==> src/rtl/can_bt_pkg.sv <==
package can_bt_pkg;
  localparam int REG_W   = 32;
  localparam int BRP_W   = 6;
  localparam int SJW_W   = 2;
  localparam int TS1_W   = 4;
  localparam int TS2_W   = 3;
  localparam int EXT_W   = 4;
  localparam int BRP_LSB = 0;
  localparam int SJW_LSB = 6;
  localparam int TS1_LSB = 8;
  localparam int TS2_LSB = 12;
  localparam int EXT_LSB = 16;
  localparam int DIV_W   = BRP_W + EXT_W;
  localparam int QC_W    = TS1_W + 2;

  typedef enum logic [1:0] {
    SEG_SYNC = 2'd0,
    SEG_TS1  = 2'd1,
    SEG_TS2  = 2'd2
  } seg_e;

  typedef struct packed {
    logic [EXT_W-1:0] ext;
    logic [TS2_W-1:0] ts2;
    logic [TS1_W-1:0] ts1;
    logic [SJW_W-1:0] sjw;
    logic [BRP_W-1:0] brp;
  } bt_cfg_t;

  localparam bt_cfg_t CFG_RST = '{ext: '0, ts2: 3'd2, ts1: 4'd3, sjw: '0, brp: 6'd1};
endpackage

==> src/rtl/can_bt_cfg.sv <==
module can_bt_cfg
  import can_bt_pkg::*;
(
  input  logic             clk,
  input  logic             rst_n,
  input  logic             cfg_en,
  input  logic             wr_en,
  input  logic [REG_W-1:0] wr_data,
  output bt_cfg_t          cfg_q,
  output logic [REG_W-1:0] rd_data
);
  bt_cfg_t cfg_d;
  logic    load;

  always_comb begin
    load  = wr_en & cfg_en;
    cfg_d = cfg_q;
    if (load) begin
      cfg_d.brp = wr_data[BRP_LSB +: BRP_W];
      cfg_d.sjw = wr_data[SJW_LSB +: SJW_W];
      cfg_d.ts1 = wr_data[TS1_LSB +: TS1_W];
      cfg_d.ts2 = wr_data[TS2_LSB +: TS2_W];
      cfg_d.ext = wr_data[EXT_LSB +: EXT_W];
    end
  end

  always_ff @(posedge clk or negedge rst_n) begin
    if (!rst_n) begin
      cfg_q <= CFG_RST;
    end else if (load) begin
      cfg_q <= cfg_d;
    end
  end

  always_comb begin
    rd_data                     = '0;
    rd_data[BRP_LSB +: BRP_W]   = cfg_q.brp;
    rd_data[SJW_LSB +: SJW_W]   = cfg_q.sjw;
    rd_data[TS1_LSB +: TS1_W]   = cfg_q.ts1;
    rd_data[TS2_LSB +: TS2_W]   = cfg_q.ts2;
    rd_data[EXT_LSB +: EXT_W]   = cfg_q.ext;
  end
endmodule

==> src/rtl/can_bt_tq.sv <==
module can_bt_tq
  import can_bt_pkg::*;
(
  input  logic             clk,
  input  logic             rst_n,
  input  logic [DIV_W-1:0] div_m1,
  input  logic             restart,
  output logic             tq_tick
);
  logic [DIV_W-1:0] cnt_q;
  logic [DIV_W-1:0] cnt_d;

  // Greater-or-equal keeps the divider safe when the ratio shrinks mid-quantum
  assign tq_tick = (cnt_q >= div_m1);

  always_comb begin
    if (restart || tq_tick) begin
      cnt_d = '0;
    end else begin
      cnt_d = cnt_q + 1'b1;
    end
  end

  always_ff @(posedge clk or negedge rst_n) begin
    if (!rst_n) begin
      cnt_q <= '0;
    end else begin
      cnt_q <= cnt_d;
    end
  end
endmodule

==> src/rtl/can_bt_seg.sv <==
module can_bt_seg
  import can_bt_pkg::*;
(
  input  logic    clk,
  input  logic    rst_n,
  input  logic    tq_tick,
  input  bt_cfg_t cfg,
  input  logic    rx,
  input  logic    bus_idle,
  output logic    hsync,
  output logic    sample_q,
  output logic    txpt_q
);
  seg_e            seg_q, seg_d;
  logic [QC_W-1:0] qcnt_q, qcnt_d;
  logic [QC_W-1:0] ext_q, ext_d;
  logic [QC_W-1:0] sh_q, sh_d;
  logic            done_q, done_d;
  logic            rx_q;
  logic            smp_d, tx_d;
  logic            fall;
  logic [QC_W-1:0] l1, l2, sjw1, qnext, lng, rem2, shr;

  always_comb begin
    l1    = (cfg.ts1 == '0) ? QC_W'(2) : QC_W'(cfg.ts1) + QC_W'(1);
    l2    = QC_W'(cfg.ts2) + QC_W'(1);
    sjw1  = QC_W'(cfg.sjw) + QC_W'(1);
    qnext = qcnt_q + QC_W'(1);
    lng   = (qnext < sjw1) ? qnext : sjw1;
    rem2  = (qnext >= l2) ? '0 : (l2 - qnext);
    shr   = (rem2 < sjw1) ? rem2 : sjw1;
    fall  = rx_q & ~rx;
    hsync = fall & bus_idle;
  end

  always_comb begin
    seg_d  = seg_q;
    qcnt_d = qcnt_q;
    ext_d  = ext_q;
    sh_d   = sh_q;
    done_d = done_q;
    smp_d  = 1'b0;
    tx_d   = 1'b0;
    if (hsync) begin
      seg_d  = SEG_SYNC;
      qcnt_d = '0;
      ext_d  = '0;
      sh_d   = '0;
      done_d = 1'b0;
      tx_d   = 1'b1;
    end else begin
      if (fall && !done_q) begin
        done_d = 1'b1;
        if (seg_q == SEG_TS1) begin
          ext_d = lng;
        end else if (seg_q == SEG_TS2) begin
          sh_d = shr;
        end
      end
      if (tq_tick) begin
        case (seg_q)
          SEG_SYNC: begin
            seg_d  = SEG_TS1;
            qcnt_d = '0;
          end
          SEG_TS1: begin
            if (qnext >= l1 + ext_d) begin
              seg_d  = SEG_TS2;
              qcnt_d = '0;
              smp_d  = 1'b1;
            end else begin
              qcnt_d = qnext;
            end
          end
          SEG_TS2: begin
            if (qnext + sh_d >= l2) begin
              seg_d  = SEG_SYNC;
              qcnt_d = '0;
              ext_d  = '0;
              sh_d   = '0;
              done_d = 1'b0;
              tx_d   = 1'b1;
            end else begin
              qcnt_d = qnext;
            end
          end
          default: begin
            seg_d  = SEG_SYNC;
            qcnt_d = '0;
          end
        endcase
      end
    end
  end

  always_ff @(posedge clk or negedge rst_n) begin
    if (!rst_n) begin
      seg_q    <= SEG_SYNC;
      qcnt_q   <= '0;
      ext_q    <= '0;
      sh_q     <= '0;
      done_q   <= 1'b0;
      rx_q     <= 1'b1;
      sample_q <= 1'b0;
      txpt_q   <= 1'b0;
    end else begin
      seg_q    <= seg_d;
      qcnt_q   <= qcnt_d;
      ext_q    <= ext_d;
      sh_q     <= sh_d;
      done_q   <= done_d;
      rx_q     <= rx;
      sample_q <= smp_d;
      txpt_q   <= tx_d;
    end
  end
endmodule

==> src/rtl/can_bittime_gen.sv <==
module can_bittime_gen
  import can_bt_pkg::*;
(
  input  logic             clk,
  input  logic             rst_n,
  input  logic             cfg_en,
  input  logic             wr_en,
  input  logic [REG_W-1:0] wr_data,
  output logic [REG_W-1:0] rd_data,
  input  logic             rx,
  input  logic             bus_idle,
  output logic             sample_strobe,
  output logic             tx_strobe
);
  bt_cfg_t          cfg;
  logic             tq_tick;
  logic             hsync;
  logic [DIV_W-1:0] div_m1;

  assign div_m1 = {cfg.ext, cfg.brp};

  can_bt_cfg u_cfg (
    .clk     (clk),
    .rst_n   (rst_n),
    .cfg_en  (cfg_en),
    .wr_en   (wr_en),
    .wr_data (wr_data),
    .cfg_q   (cfg),
    .rd_data (rd_data)
  );

  can_bt_tq u_tq (
    .clk     (clk),
    .rst_n   (rst_n),
    .div_m1  (div_m1),
    .restart (hsync),
    .tq_tick (tq_tick)
  );

  can_bt_seg u_seg (
    .clk      (clk),
    .rst_n    (rst_n),
    .tq_tick  (tq_tick),
    .cfg      (cfg),
    .rx       (rx),
    .bus_idle (bus_idle),
    .hsync    (hsync),
    .sample_q (sample_strobe),
    .txpt_q   (tx_strobe)
  );
endmodule

==> config.mk <==
export PLATFORM = sky130hd
export DESIGN_NAME = can_bittime_gen
export DESIGN_NICKNAME = d
export VERILOG_FILES = /design/src/rtl/can_bt_pkg.sv /design/src/rtl/can_bt_cfg.sv /design/src/rtl/can_bt_tq.sv /design/src/rtl/can_bt_seg.sv /design/src/rtl/can_bittime_gen.sv
export SDC_FILE = /design/constraint.sdc
export NUM_CORES = 1
export LEC_CHECK = 0
export BUFFER_PORTS_ARGS = -buffer_cell sky130_fd_sc_hd__buf_2
export CORE_MARGIN = 4
export CORE_UTILIZATION = 50
export DETAILED_ROUTE_END_ITERATION = 12
export GPL_TIMING_DRIVEN = 0
export PLACE_DENSITY = 0.72
export SLEW_MARGIN = 10
export SYNTH_ARGS = -nofsm -noshare
export SYNTH_HDL_FRONTEND = slang
export SYNTH_SLANG_ARGS = --single-unit
==> constraint.sdc <==
create_clock -name clk -period 17.1 [get_ports clk]
set_input_delay 0 -clock clk [delete_from_list [all_inputs] [get_ports clk]]
set_output_delay 0 -clock clk [all_outputs]
set_load 0.1 [all_outputs]
* Word-level counts from Yosys, hierarchy flattened
Cells that the tools add are included.
** Operators by class
- Equal/unequal tests :: 4
- Multiplexer cells :: 43
- Reductions and logical operators :: 7
- Add/subtract/negate cells :: 8
- $lt $le $gt $ge :: 6
- Bitwise logic cells :: 4
** Operators with widths (number)
- 2-to-1 mux 6 bit :: 23
- >= comparator 6 bit :: 3
- 2-to-1 mux 1 bit :: 13
- adder 6 bit :: 2
- less-than comparator 6 bit :: 2
- one-hot mux 6 bit (2 select lines) :: 1
- adder 10 x 1 -> 10 bit, second input constant :: 1
- >= comparator 10 bit :: 1
- 2-to-1 mux 10 bit :: 1
- 2-to-1 mux 2 bit :: 4
- adder 6 x 1 -> 6 bit, second input constant :: 1
- inequality test 3 bit, second input constant :: 2
- one-hot mux 2 bit (3 select lines) :: 1
- subtractor 6 bit :: 1
- adder 4 x 1 -> 5 bit, second input constant :: 1
- adder 3 x 1 -> 4 bit, second input constant :: 1
- logical NOT 4 bit :: 1
- adder 2 x 1 -> 3 bit, second input constant :: 1
- AND 1 bit :: 3
- AND reduction 3 bit :: 1
- == test 2 x 1 -> 1 bit, second input constant :: 1
- == test 2 bit, second input constant :: 1
- logical NOT 2 bit :: 1
- nonzero test 2 bit :: 1
- 4 further kinds :: 4
** Word-level totals
- Bits in registers :: 53
- Bits of input ports :: 38
- Logic and storage cells :: 86
- Output and inout bits :: 34

* Longest topological paths before layout
- Depth after elaboration :: 15
- Gate-level depth with buffers :: 25
- Mapped depth without buffers :: 25

* Cells and area by module
Synthesis repeated with hierarchy kept, for this count alone.
** Second synthesis, totals
- Cells, all modules :: 402
- Area, all modules :: 4108.9 sq um
** Modules (own cells, without submodules)
- can_bt_seg :: instances 1, sequential area each 601.8 sq um, area an instance 2341.0 sq um, cells an instance 250
- can_bt_cfg :: instances 1, sequential area each 480.5 sq um, area an instance 1007.2 sq um, cells an instance 73
- can_bt_tq :: instances 1, sequential area each 250.2 sq um, area an instance 760.7 sq um, cells an instance 79

* Least setup slack after synthesis
OpenSTA, ideal clock, no wires.
- Path kind :: flip-flop to flip-flop
- Start point :: register u_cfg.cfg_q[12] (netlist name)
- End point :: register u_seg.sh_q[0]
- Buffers on the path :: 0
- Setup slack :: 11.108 ns
- Data required time :: 17.006 ns
- Library setup time :: 0.094 ns
- Clock period less this slack :: 5.992 ns
- Arrival :: 5.898 ns
- Cell stages (with the launch flop) :: 25
- Cell sequence :: dfrtp_1 -> ha_1 -> ha_1 -> nand2_1 -> nand2_1 -> maj3_1 -> a211o_1 -> nor2_1 -> ha_1 -> a21o_1 -> a21oi_1 -> nand2_1 -> a21o_1 -> a22oi_1 -> a21oi_1 -> ha_1 -> fa_1 -> xor2_1 -> ha_1 -> a21oi_1 -> o21ai_0 -> a211oi_1 -> a21bo_2 -> nand2_1 -> a211oi_1
** On the way
- Word-level cells in the longest chain between the ends :: 15
- Elaborated cells on any way between the ends :: 16
- Those cells by class :: add/sub: 3; order compare: 3; mux: 10
** Ends and longest elaborated chain
- start, declared :: line can_bt_cfg.sv:9 : output bt_cfg_t cfg_q,
- start signal, assigned :: line can_bt_cfg.sv:31 : cfg_q <= cfg_d;
- adder 3 x 1 -> 4 bit (*) :: line can_bt_seg.sv:26 : l2 = QC_W'(cfg.ts2) + QC_W'(1);
- subtractor 6 bit / >= comparator 6 bit (equally long branches) :: line can_bt_seg.sv:30 : rem2 = (qnext >= l2) ? '0 : (l2 - qnext);
- 2-to-1 mux 6 bit :: line can_bt_seg.sv:30
- less-than comparator 6 bit :: line can_bt_seg.sv:31 : shr = (rem2 < sjw1) ? rem2 : sjw1;
- 2-to-1 mux 6 bit :: line can_bt_seg.sv:31
- 2-to-1 mux 6 bit :: line can_bt_seg.sv:56 : end else if (seg_q == SEG_TS2) begin
- 2-to-1 mux 6 bit :: line can_bt_seg.sv:54 : if (seg_q == SEG_TS1) begin
- 2-to-1 mux 6 bit :: line can_bt_seg.sv:52 : if (fall && !done_q) begin
- 2-to-1 mux 6 bit :: line can_bt_seg.sv:44 : if (hsync) begin
- adder 6 bit :: line can_bt_seg.sv:76 : if (qnext + sh_d >= l2) begin
- >= comparator 6 bit :: line can_bt_seg.sv:76
- 2-to-1 mux 6 bit :: line can_bt_seg.sv:76
- 2-to-1 mux 6 bit :: line can_bt_seg.sv:61 : case (seg_q)
- 2-to-1 mux 6 bit (*) :: line can_bt_seg.sv:60 : if (tq_tick) begin
- 2-to-1 mux 6 bit (*) :: line can_bt_seg.sv:44
- net u_seg.sh_d[0] :: line can_bt_seg.sv:17 : logic [QC_W-1:0] sh_q, sh_d;
- end signal, assigned :: line can_bt_seg.sv:101 : sh_q <= '0;
- end signal, assigned :: line can_bt_seg.sv:110 : sh_q <= sh_d;
- end, declared :: line can_bt_seg.sv:17
Mark *: on every way through the listed nets, which the timed path passes. The rest lies on a longest branch. The select of a mux whose other input is x is not followed.
A chain may end at the register's enable or synchronous reset.

* Worst setup path after layout
- Start point :: register u_seg.qcnt_q[0]
- End point :: register u_seg.sh_q[1]
** On the way
- Word-level cells in the longest chain between the ends :: 15
- Elaborated cells on any way between the ends :: 16
- Those cells by class :: add/sub: 3; order compare: 3; mux: 10
** Ends and longest elaborated chain
- start, declared :: line can_bt_seg.sv:15 : logic [QC_W-1:0] qcnt_q, qcnt_d;
- start signal, assigned :: line can_bt_seg.sv:108 : qcnt_q <= qcnt_d;
- adder 6 x 1 -> 6 bit (*) :: line can_bt_seg.sv:28 : qnext = qcnt_q + QC_W'(1);
- subtractor 6 bit / >= comparator 6 bit (equally long branches) :: line can_bt_seg.sv:30
- 2-to-1 mux 6 bit :: line can_bt_seg.sv:30
- less-than comparator 6 bit :: line can_bt_seg.sv:31
- 2-to-1 mux 6 bit :: line can_bt_seg.sv:31
- 2-to-1 mux 6 bit :: line can_bt_seg.sv:56
- 2-to-1 mux 6 bit :: line can_bt_seg.sv:54
- 2-to-1 mux 6 bit :: line can_bt_seg.sv:52
- 2-to-1 mux 6 bit :: line can_bt_seg.sv:44
- adder 6 bit :: line can_bt_seg.sv:76
- >= comparator 6 bit :: line can_bt_seg.sv:76
- 2-to-1 mux 6 bit :: line can_bt_seg.sv:76
- 2-to-1 mux 6 bit :: line can_bt_seg.sv:61
- 2-to-1 mux 6 bit (*) :: line can_bt_seg.sv:60
- 2-to-1 mux 6 bit (*) :: line can_bt_seg.sv:44
- net u_seg.sh_d[1] :: line can_bt_seg.sv:17
Marked as above.

==> impl_summary.md <==
CTS
The clock-pin slew on the worst setup and hold paths is 110 ps. At the later pin of the worst-skew pair, clock insertion delay measures 320 ps. Buffers inserted during clock tree synthesis total 5. The clock passes through at most 2 buffers. In this run the number of H-tree levels came out at 2. TritonCTS built the clock tree. The total number of clock tree sinks is 53. The cell at the root of the clock tree is sky130_fd_sc_hd__clkbuf_8.

Final layout
In the final layout, flip-flops and latches occupy ~1300 sq um. The area growth from synthesis to final layout is 19.57%. The repair_antennas step left the layout with diodes totalling 0. The post-route netlist has approximately 25% of its cells at a drive strength greater than 1. Excluding fillers, the count of instances in the completed layout stands at 551. The layout has 604 filler cells. The area of the multi-input gates is 2191 sq um. The final layout net count is between 500 and 600.

Global routing
Summed over all layers, the global routing overflow is 0. The initial antenna violation count is 0. The total global-route track usage is 19.33%. The via count of the first global-routing pass was 2933. The first global-routing pass estimated 13720 um of wire. Entering global routing, the biggest net connects 54 pins.

Synth
The post-synthesis area per instance is 10.10 sq um. The netlist uses 56 different library cells. By count the netlist is led by sky130_fd_sc_hd__dfrtp_1 (48), sky130_fd_sc_hd__ha_1 (45), sky130_fd_sc_hd__inv_1 (28). For this run, the number of Yosys warnings is 0.

Synthesis produced a netlist whose cell count is 366. The share of synthesized area in the top cell type comes to 32.50%. The post-synthesis sequential element count is between 50 and 60. The synthesized design contains 0 enable-type register cells. The sequential cell area fraction in the yosys report is 36.05%. The cell area after technology mapping is 3696 sq um.

The most used flip-flop cell after synthesis is sky130_fd_sc_hd__dfrtp_1. By area the synthesized netlist is led by sky130_fd_sc_hd__dfrtp_1 (32%), sky130_fd_sc_hd__ha_1 (15%), sky130_fd_sc_hd__mux2_2 (6.1%). The most frequently used cell type in the post-synthesis netlist is sky130_fd_sc_hd__dfrtp_1. For this run, asynchronously set or reset flops after synthesis account for 100.0%. Of all cell types, the one taking the most synthesized area is sky130_fd_sc_hd__dfrtp_1.

Hold path
The tightest min-delay check is of the primary input to flip-flop type.

Power
The power density over cell area is 102.0 nW/um^2. Combinational logic burns between 40% and 50% of the power. The internal power is 0.2533 mW. Per report_power, the clock group accounts for 19.9% of the total.

In this run the power spent charging and discharging nets is a little under 0.2 mW. The analysis attributes to cell leakage a power of 2.329 nW. The peak supply drop is between 0.06 and 0.07 mV. The switching power share of the total is a little over two fifths. Sequential cells account for roughly a third of the total power.

STA
The post-route minimum period is 6567 ps. The slew of the pin with the lowest slew margin is 732.4 ps. The worst clock skew is approximately 12 ps. Setup repair after global routing left no endpoint under its margin. After layout, the worst path uses 38.40% of the clock period. The number of hold violations in the final report is 0.

The accumulated negative setup slack is 0 ps. Measured against its own limit, the worst slew margin works out to 51.17%. The max-slew violation count was 0. Setup violations remaining at the end of the flow were counted as 0.

The highest clock rate is 0.1523 GHz.

Placement
Input and output buffers added on the ports amount to 45. The final weighted congestion of routability-driven global placement is 0.8564. Detailed placement finished with a half-perimeter wire length of about 5900 um.

The cell count after placement is between 500 and 600.

Floorplan
The I/O pin total is 72. The row count is 31. The core region is 7214 sq um. The die is ~94 um wide.

The floorplan step defined a die boundary enclosing 8831 sq um. The height of the die is 93.98 um. The initial standard-cell utilization of the core is 51.23%.

Worst setup path
In this run the worst path has a maximum fanout of 10. The required time at the worst-slack endpoint is 17320 ps. The worst setup path is launched from a flip-flop. The worst setup path is captured at a flip-flop. STA puts the critical path data arrival time at 6780 ps.

By startpoint and endpoint, the worst setup path is classified as flip-flop to flip-flop.

Routing
The number of nets with antenna violations after detailed routing is 0. After the first detailed-routing iteration, the DRC count stood at 96. The routed layout has 2838 vias.

The post-detailed-routing wire length is 7841 um. The DRC violation count after routing is 0. Before antenna repair, the detailed router went through 4 iterations.

Dividing the detail-routed wire length by the instance count gives 14.23 um. Dividing the detail-routed via count by the number of cells gives 5.151.

Outcome
The flow ran to the end, and the final reports show no timing, DRC or antenna violations.

Run
The tool flagged a number of max-cap violations equal to 0.
-- sequential cells by signal (all words and copies together) (netlist names) --
| signal | cells |
|---|---|
| u_seg.sample_q | 1 |
| u_seg.seg_q | 2 |
| u_seg.done_q | 1 |
| u_seg.qcnt_q | 6 |
| u_seg.txpt_q | 1 |
| u_seg.rx_q | 1 |
| u_tq.cnt_q | 10 |
| u_seg.ext_q | 6 |
| u_cfg.cfg_q | 19 |
| u_seg.sh_q | 6 |
-- cell type report --
cell class,count,share of cell area (%)
Sequential cell,53,30.15
Multi-Input combinational cell,280,49.58
Tap cell,99,2.803
Buffer,16,2.463
Clock inverter,3,1.076
Inverter,29,2.463
Clock buffer,5,1.557
Timing Repair Buffer,66,9.909
-- power by group through the flow --
stage / clock (mW) / combinational, mW / sequential, mW
3_3_place_gp: 0 / 0.195 / 0.157
6_report: 0.0896 / 0.205 / 0.156
2_1_floorplan: 0 / 0.115 / 0.205
3_5_place_dp: 0 / 0.200 / 0.158
5_1_grt: 0.0975 / 0.227 / 0.158
4_1_cts: 0.0920 / 0.206 / 0.156
-- final timing paths --
| kind | from | endpoint | slack, ps | depth (start not counted) |
|---|---|---|---|---|
| max | u_seg.qcnt_q[0] | u_seg.sh_q[1] | 10530 | 25 |
| min | bus_idle | u_tq.cnt_q[1] | 190 | 3 |
| max reg2reg | u_seg.qcnt_q[0] | u_seg.sh_q[1] | 10530 | 25 |
| min reg2reg | u_tq.cnt_q[0] | u_tq.cnt_q[0] | 530 | 1 |
| max in group asynchronous | rst_n | u_cfg.cfg_q[6] | 16390 | 2 |
| min in group asynchronous | rst_n | u_tq.cnt_q[2] | 250 | 2 |
-- cells by family (layout without fill, tap and decap cells) --
group / after synthesis / in the layout / synth area share [%]
and+or+nand+nor: 107 / 107 / 14.52
AOI/OAI and AO/OA: 61 / 61 / 12.29
DFF: 53 / 53 / 36.05
adders and majority gates: 50 / 50 / 17.43
buffers and inverters: 45 / 119 / 5.890
muxes: 27 / 27 / 8.125
xor gates and xnor gates: 22 / 22 / 5.585
other: 1 / 13 / 0.1015
-- layer usage --
layer / vias to the layer above / share of wire, % / track usage (%)
li1: 1418 / - / -
met1: 1355 / 46 / 25.45
met2: 56 / 49 / 32.88
met3: 9 / 4.3 / 3.205
met4: 0 / 1.4 / 5.174
met5: - / 0 / 0
-- cells in the final DEF (no fill, tap or decap), types with 2 or more instances in the layout --
cell	instances
sky130_fd_sc_hd__nor2b_1	8
sky130_fd_sc_hd__inv_1	28
sky130_fd_sc_hd__o21ai_0	9
sky130_fd_sc_hd__xnor2_1	11
sky130_fd_sc_hd__nand2b_1	6
sky130_fd_sc_hd__xor2_1	10
sky130_fd_sc_hd__a32oi_1	2
sky130_fd_sc_hd__ha_1	45
sky130_fd_sc_hd__and3_1	8
sky130_fd_sc_hd__a22o_2	3
sky130_fd_sc_hd__clkbuf_8	5
sky130_fd_sc_hd__dfrtp_1	48
sky130_fd_sc_hd__buf_2	44
sky130_fd_sc_hd__fa_1	3
sky130_fd_sc_hd__nor4_1	2
sky130_fd_sc_hd__nor3_1	2
sky130_fd_sc_hd__mux2_2	20
sky130_fd_sc_hd__nand3_1	12
sky130_fd_sc_hd__dlygate4sd3_1	21
sky130_fd_sc_hd__conb_1	13
sky130_fd_sc_hd__nand2_2	3
sky130_fd_sc_hd__and2_1	4
sky130_fd_sc_hd__buf_4	14
sky130_fd_sc_hd__nor2_1	27
sky130_fd_sc_hd__mux2i_1	6
sky130_fd_sc_hd__nand2_1	25
sky130_fd_sc_hd__a21o_1	7
sky130_fd_sc_hd__a21oi_1	15
sky130_fd_sc_hd__a211oi_1	11
sky130_fd_sc_hd__dfstp_2	5
sky130_fd_sc_hd__or3_1	2
sky130_fd_sc_hd__clkbuf_1	3
sky130_fd_sc_hd__inv_6	2
-- critical path, stage by stage, from the launching register on --
cell and delay (ps):
sky130_fd_sc_hd__dfrtp_1 490, sky130_fd_sc_hd__ha_1 570, sky130_fd_sc_hd__inv_1 140, sky130_fd_sc_hd__ha_1 310, sky130_fd_sc_hd__nand2_1 70, sky130_fd_sc_hd__nand2_1 50
sky130_fd_sc_hd__maj3_1 350, sky130_fd_sc_hd__a211o_1 370, sky130_fd_sc_hd__nor2_1 130, sky130_fd_sc_hd__ha_1 260, sky130_fd_sc_hd__a21o_1 180, sky130_fd_sc_hd__a21oi_1 240
sky130_fd_sc_hd__nand2_1 130, sky130_fd_sc_hd__a21o_1 200, sky130_fd_sc_hd__a22oi_1 230, sky130_fd_sc_hd__a21oi_1 150, sky130_fd_sc_hd__ha_1 230, sky130_fd_sc_hd__fa_1 390
sky130_fd_sc_hd__xor2_1 180, sky130_fd_sc_hd__ha_1 290, sky130_fd_sc_hd__a21oi_1 130, sky130_fd_sc_hd__o21ai_0 120, sky130_fd_sc_hd__a211oi_1 470, sky130_fd_sc_hd__a21bo_2 250
sky130_fd_sc_hd__nand2_1 260, sky130_fd_sc_hd__a211oi_1 290
-- repair_timing --
action                                 4_1_cts  5_1_grt
hold buffers                                21        0
endpoints found under the hold margin       68        0
gates resized for setup                      0        0
buffers inserted                             0        0
-- through the flow --
stage	instance area, sq um	total power, mW	hold slack, ps	worst slack [ps]	utilization (%)
final	4419	0.4509	191.6	10530	61.26
after global placement	4090	0.3521	124.3	10750	56.69
after global routing	4419	0.4823	181.9	9959	61.26
after floorplan	3741	0.3196	-295.6	11110	-
after detailed placement	4090	0.3584	125.1	10650	56.69
after CTS	4417	0.4534	171.7	10590	61.22
Power figures use the tool's default switching activity.
